$ cat src/rtl/cdl_pkg.sv
package cdl_pkg;

  // Slot selector taken from the two low bits of a known word index.
  typedef enum logic [1:0] {
    SEL_IDENT  = 2'd0,
    SEL_PROG   = 2'd1,
    SEL_STAT   = 2'd2,
    SEL_DECODE = 2'd3
  } reg_sel_e;

  // Decoded access, produced by the decoder and consumed by the responder.
  typedef struct packed {
    logic     known;    // index lies inside the register window
    reg_sel_e sel;      // which slot
    logic     bad;      // access must be answered with an error
    logic     clr_stb;  // legal write to the status slot
  } dec_t;

  localparam int unsigned NUM_SLOTS = 4;

endpackage

$ cat src/rtl/cdl_decode.sv
module cdl_decode
  import cdl_pkg::*;
#(
  parameter int unsigned IDX_W = 6
) (
  input  logic             req,
  input  logic             we,
  input  logic [IDX_W-1:0] idx,
  output dec_t             dec
);

  localparam logic [IDX_W-1:0] SLOT_LIMIT = IDX_W'(NUM_SLOTS);

  logic     in_window;
  reg_sel_e slot;
  logic     ro_write;

  always_comb begin
    in_window = (idx < SLOT_LIMIT);
    slot      = reg_sel_e'(idx[1:0]);
    // The identity slot has no write side; prog and decode swallow writes.
    ro_write  = we && (slot == SEL_IDENT);

    dec.known   = in_window;
    dec.sel     = slot;
    dec.bad     = req && (!in_window || ro_write);
    dec.clr_stb = req && we && in_window && (slot == SEL_STAT);
  end

endmodule

$ cat src/rtl/cdl_status.sv
module cdl_status #(
  parameter int unsigned DATA_W = 32,
  parameter int unsigned WP_POS = 0,
  parameter int unsigned CD_POS = 3
) (
  input  logic              clk,
  input  logic              rst_n,
  input  logic              wp_in,
  input  logic              cd_in,
  input  logic              clr_stb,
  input  logic [DATA_W-1:0] clr_data,
  output logic [DATA_W-1:0] status,
  output logic              cd_flag
);

  logic wp_q;
  logic cd_q;
  logic clr_hit;

  assign clr_hit = clr_stb && clr_data[CD_POS];

  always_ff @(posedge clk) begin
    if (!rst_n) begin
      wp_q <= 1'b0;
      cd_q <= 1'b0;
    end else begin
      wp_q <= wp_in;
      // Set has priority over a clear landing on the same edge.
      cd_q <= cd_in || (cd_q && !clr_hit);
    end
  end

  // Assemble the status word; every other bit is tied low.
  for (genvar b = 0; b < DATA_W; b++) begin : g_stat_bit
    if (b == WP_POS) begin : g_wp
      assign status[b] = wp_q;
    end else if (b == CD_POS) begin : g_cd
      assign status[b] = cd_q;
    end else begin : g_zero
      assign status[b] = 1'b0;
    end
  end

  assign cd_flag = cd_q;

  assert_wp_tracks_R3: assert property (@(posedge clk) disable iff (!rst_n)
    1'b1 |=> (status[WP_POS] == $past(wp_in)));

  assert_cd_sets_R4: assert property (@(posedge clk) disable iff (!rst_n)
    cd_in |=> status[CD_POS]);

  assert_cd_holds_R5: assert property (@(posedge clk) disable iff (!rst_n)
    (status[CD_POS] && !(clr_stb && clr_data[CD_POS])) |=> status[CD_POS]);

  assert_cd_clears_R6: assert property (@(posedge clk) disable iff (!rst_n)
    (clr_stb && clr_data[CD_POS] && !cd_in) |=> !status[CD_POS]);

  assert_set_wins_R7: assert property (@(posedge clk) disable iff (!rst_n)
    (clr_stb && clr_data[CD_POS] && cd_in) |=> status[CD_POS]);

endmodule

$ cat src/rtl/cdl_resp.sv
module cdl_resp
  import cdl_pkg::*;
#(
  parameter int unsigned DATA_W    = 32,
  parameter logic [DATA_W-1:0] ID_WORD  = 32'h4103_4003,
  parameter logic [DATA_W-1:0] DEC_WORD = 32'h0000_0011
) (
  input  logic              clk,
  input  logic              rst_n,
  input  logic              req,
  input  logic              we,
  input  dec_t              dec,
  input  logic [DATA_W-1:0] status,
  output logic              rsp_valid,
  output logic [DATA_W-1:0] rsp_rdata,
  output logic              rsp_err
);

  logic [DATA_W-1:0] slot_val;
  logic [DATA_W-1:0] rd_next;

  always_comb begin
    unique case (dec.sel)
      SEL_IDENT:  slot_val = ID_WORD;
      SEL_PROG:   slot_val = '0;
      SEL_STAT:   slot_val = status;
      SEL_DECODE: slot_val = DEC_WORD;
      default:    slot_val = '0;
    endcase
    rd_next = (req && !we && dec.known) ? slot_val : '0;
  end

  always_ff @(posedge clk) begin
    if (!rst_n) begin
      rsp_valid <= 1'b0;
      rsp_rdata <= '0;
      rsp_err   <= 1'b0;
    end else begin
      rsp_valid <= req;
      rsp_rdata <= rd_next;
      rsp_err   <= dec.bad;
    end
  end

  assert_err_zero_R9: assert property (@(posedge clk) disable iff (!rst_n)
    rsp_err |-> (rsp_rdata == '0));

  assert_rsp_one_cycle_R11: assert property (@(posedge clk) disable iff (!rst_n)
    (rsp_valid && !req) |=> !rsp_valid);

endmodule

$ cat src/rtl/card_detect_regs.sv
module card_detect_regs
  import cdl_pkg::*;
#(
  parameter int unsigned DATA_W = 32,
  parameter int unsigned IDX_W  = 6,
  parameter int unsigned WP_POS = 0,
  parameter int unsigned CD_POS = 3,
  parameter logic [DATA_W-1:0] ID_WORD  = 32'h4103_4003,
  parameter logic [DATA_W-1:0] DEC_WORD = 32'h0000_0011
) (
  input  logic              clk,
  input  logic              rst_n,
  input  logic              acc_req,
  input  logic              acc_we,
  input  logic [IDX_W-1:0]  acc_idx,
  input  logic [DATA_W-1:0] acc_wdata,
  input  logic              wp_in,
  input  logic              cd_in,
  output logic              rsp_valid,
  output logic [DATA_W-1:0] rsp_rdata,
  output logic              rsp_err,
  output logic              card_irq
);

  dec_t              dec;
  logic [DATA_W-1:0] status;
  logic              cd_flag;

  cdl_decode #(.IDX_W(IDX_W)) u_decode (
    .req (acc_req),
    .we  (acc_we),
    .idx (acc_idx),
    .dec (dec)
  );

  cdl_status #(
    .DATA_W (DATA_W),
    .WP_POS (WP_POS),
    .CD_POS (CD_POS)
  ) u_status (
    .clk      (clk),
    .rst_n    (rst_n),
    .wp_in    (wp_in),
    .cd_in    (cd_in),
    .clr_stb  (dec.clr_stb),
    .clr_data (acc_wdata),
    .status   (status),
    .cd_flag  (cd_flag)
  );

  cdl_resp #(
    .DATA_W   (DATA_W),
    .ID_WORD  (ID_WORD),
    .DEC_WORD (DEC_WORD)
  ) u_resp (
    .clk       (clk),
    .rst_n     (rst_n),
    .req       (acc_req),
    .we        (acc_we),
    .dec       (dec),
    .status    (status),
    .rsp_valid (rsp_valid),
    .rsp_rdata (rsp_rdata),
    .rsp_err   (rsp_err)
  );

  assign card_irq = cd_flag;

endmodule

$ cat config.mk
export PLATFORM = sky130hd
export DESIGN_NAME = card_detect_regs
export DESIGN_NICKNAME = d
export VERILOG_FILES = /design/src/rtl/cdl_pkg.sv /design/src/rtl/cdl_decode.sv /design/src/rtl/cdl_status.sv /design/src/rtl/cdl_resp.sv /design/src/rtl/card_detect_regs.sv
export SDC_FILE = /design/constraint.sdc
export NUM_CORES = 1
export LEC_CHECK = 0
export ABC_AREA = 1
export ABC_CLOCK_PERIOD_IN_PS = 800
export CAP_MARGIN = 30
export CORE_UTILIZATION = 23
export CTS_CLUSTER_SIZE = 10
export DETAILED_ROUTE_END_ITERATION = 12
export PLACE_DENSITY_LB_ADDON = 0.25
export RECOVER_POWER = 50
export SKIP_CTS_REPAIR_TIMING = 1
export SLEW_MARGIN = 30
export SYNTH_ARGS = -nofsm -noshare
export SYNTH_HDL_FRONTEND = slang
export SYNTH_SLANG_ARGS = --single-unit
$ cat constraint.sdc
create_clock -name clk -period 0.8 [get_ports clk]
set_input_delay 0.16 -clock clk [delete_from_list [all_inputs] [get_ports clk]]
set_output_delay 0.16 -clock clk [all_outputs]
set_load 0.005 [all_outputs]
==> impl_results.md, run 1 <==
- TritonCTS Buffers: 3
- FF-to-FF End: u_resp.rsp_rdata[0]
- DIE HEIGHT: 49.9 µm
- Setup CP Type: reg2out
- CP arrival: 0.72 ns
- Seq cells post-synth: 8
- Simple-gate area share of the yosys netlist: 18.1%
- Grt ovf: 0
- Final period utilization: 110%
- Leak: 0.471 nW
- Max Cap Viol: 0
- Hold Path Class: in2reg
- Post-synthesis instance total: 69
- Detailed-route vias per instance: 3.37
- Setup crit start kind: flip-flop
- Final TNS setup: -0.590 ns
- CTS Root Cell: clkbuf_4
- Fin worst setup slack: -0.0839 ns
- Layout cells sized above 1: around 34%
- DRT iter0 DRCs: 7
- Post-synthesis cell type count: 13
- Failing checks: negative setup slack
- PnR Total Power: 869 µW
- Core area: 2060 µm²
- Final WL: 893 µm
- Worst r2r path cells: 2
- YS warnings: 0
- Hold Path Origin: acc_idx[1]
- Fin util: 34.3%
- Mux contribution to synthesized area: 0%
- Routed WL per cell: 7.44 µm
- Hold EP: u_resp.rsp_rdata[4]
- Largest net degree at the start of global routing: 7
- I/O pin count: just under 80
- Crit-path cells: clkbuf_2
- Synthesized area: 527 µm²
- VDD IR max: 0.000566 V
- WHS: 0.207 ns
- GPL Wtd Cong: 0.671
- Pre-CTS WS: -0.381 ns
- WP data required: 0.64 ns
- Storage cell area: 168 µm²
- Worst Setup End Kind: output pin
- Clock latency on the worst-skew pair: roughly 0.25 ns
- Synth-to-Final Area Change: 34.2%
- Diode count: 0
- Hold path cells: 3
- Starting density of the core: 25.5%
- Tot GR Track Use: between 7 and 8%
- FP Rows: 16
- Detailed-route via count: between 400 and 500
- Worst Skew: 0.00155 ns
- Register area share after synthesis: between 30% and 40%
- CP bufs+invs: 1
- CP delay by family, top: flip-flops
- Clock buffer depth: 2
- Adder-cell area share of the yosys netlist: 0%
- Post-Syn Area per Cell: ~7.6 µm²
- Input/output buffers: 24
- Reg2Reg Launch Point: u_status.wp_q
- Final HPWL DP: 711 µm
- Synth Area in Compound Gates: 3.80%
- Total Die Area: around 2500 µm²
- RSZ-0062 raised after global routing: yes
- Pwr/cell area: 1230 nW/µm²
- CP max-delay cell: dfxtp_4
- Antenna-violating nets left: 0
- Xor/xnor cell area share of the yosys netlist: 0%
- Chip Width: between 40 and 50 µm
- Final hold viol count: 0
- CTS H-tree depth: 1
- Nets: 139
- DR DRC count: 0
- Drt pass-1 iters: 2
- Reg2Reg Setup Slack: 0.10 ns
- Highest Clock Rate: 1130 MHz
- Worst path max stage delay: 0.36 ns
- Finish-stage setup viols: 12
- Final min period: 0.884 ns
- Status: finished, violations left
- Fillers: 230
- Initial antenna violation count: 0
- Vias in the first global route: 306
- Multi-input logic area: 218 µm²
- TritonCTS clock tree: done
- Sink Count: 8
- CP max FO: 6
- Main combinational cell family by area after synthesis: buffers and inverters
- Global-route wire length before repair: 1250 µm
- CTS clock-pin slew for the worst setup and hold paths: about 0.050 ns
- Max-slew violation count: 0
## through the flow
stage | area, µm² | instances
2_1_floorplan | 609 | 91
3_3_place_gp | 696 | 117
3_5_place_dp | 696 | 117
4_1_cts | 718 | 120
5_1_grt | 707 | 120
6_report | 707 | 120
## how the worst max path moves through the flow
stage | start | slack (ns) | endpoint | cells after the start
after floorplan | u_resp.rsp_rdata[24] | 0.12 | rsp_rdata[14] | 1
after global placement | acc_idx[1] | -0.38 | u_status.cd_flag | 6
after detailed placement | acc_idx[0] | -0.38 | u_status.cd_flag | 7
after CTS | u_resp.rsp_rdata[24] | -0.55 | rsp_rdata[30] | 1
after global routing | u_resp.rsp_rdata[24] | -0.12 | rsp_rdata[30] | 1
final | u_resp.rsp_rdata[24] | -0.08 | rsp_rdata[30] | 1
## layout by cell type, fill, tap and decap left out, drive strengths merged, types with 3 or more instances in the layout
master and count:
a21oi 3, buf 4, clkbuf 14, conb 23
dfxtp 8, dlymetal6s2s 10, inv 10, nand2 10
nor2 6
## area by class of cell
class                      instances  share of cell area (%)
timing repair buffer              27                    32.2
sequential                         8                    23.7
tap                               27                    4.78
clock buffer                       3                    3.19
multi-input combinational         45                    30.8
inverter                          10                    5.31
## layer usage
metal | share of wire, % | global-route usage [%] | vias up
li1 | - | - | 200
met2 | 46 | 10.8 | 31
met5 | 0 | 0 | -
met1 | 37 | 7.29 | 168
met4 | 2.2 | 5.71 | 0
met3 | 14 | 5.56 | 5
## worst register-to-register path: cells and delay by family (launching register included)
family,cells,cell delay [ns]
compound gates,2,0.29
flops,1,0.29
## cell usage after synthesis
library cell	instances	area share [%]
a21oi_1	3	2.8
buf_4	28	40
conb_1	1	0.71
dfxtp_1	8	30
inv_1	10	7.1
nand2_1	7	5.0
nand2_2	3	3.6
nand3_1	1	0.95
nor2_1	4	2.8
nor2_2	1	1.2
nor2_4	1	2.1
nor3b_2	1	2.4
o21ai_0	1	0.95
## report_power, final
part	internal, mW	switching (mW)
clock	0.171	0.131
combinational	0.0755	0.0785
sequential	0.409	0.00361
## cells by family after synthesis
kind of cell,Yosys count
AO/OA/AOI/OAI,4
other,1
AND/OR/NAND/NOR,18
buffers and inverters,38
flip-flops,8
## registers in the layout, indices dropped and copies added (netlist names)
| name | count |
|---|---|
| u_resp.rsp_rdata | 4 |
| u_resp.rsp_err | 1 |
| u_resp.rsp_valid | 1 |
| u_status.cd_flag | 1 |
| u_status.wp_q | 1 |
No activity file was read; power rests on OpenSTA's default activity.
==> inputs of run 2 (changes only) <==
--- a/config.mk
+++ b/config.mk
@@ -9,7 +9,6 @@
 export ABC_CLOCK_PERIOD_IN_PS = 800
 export CAP_MARGIN = 30
 export CORE_UTILIZATION = 23
-export CTS_CLUSTER_SIZE = 10
 export DETAILED_ROUTE_END_ITERATION = 12
 export PLACE_DENSITY_LB_ADDON = 0.25
 export RECOVER_POWER = 50
==> results of run 2 <==
No change in the layout: final DEF, timing and power equal those of run 1.
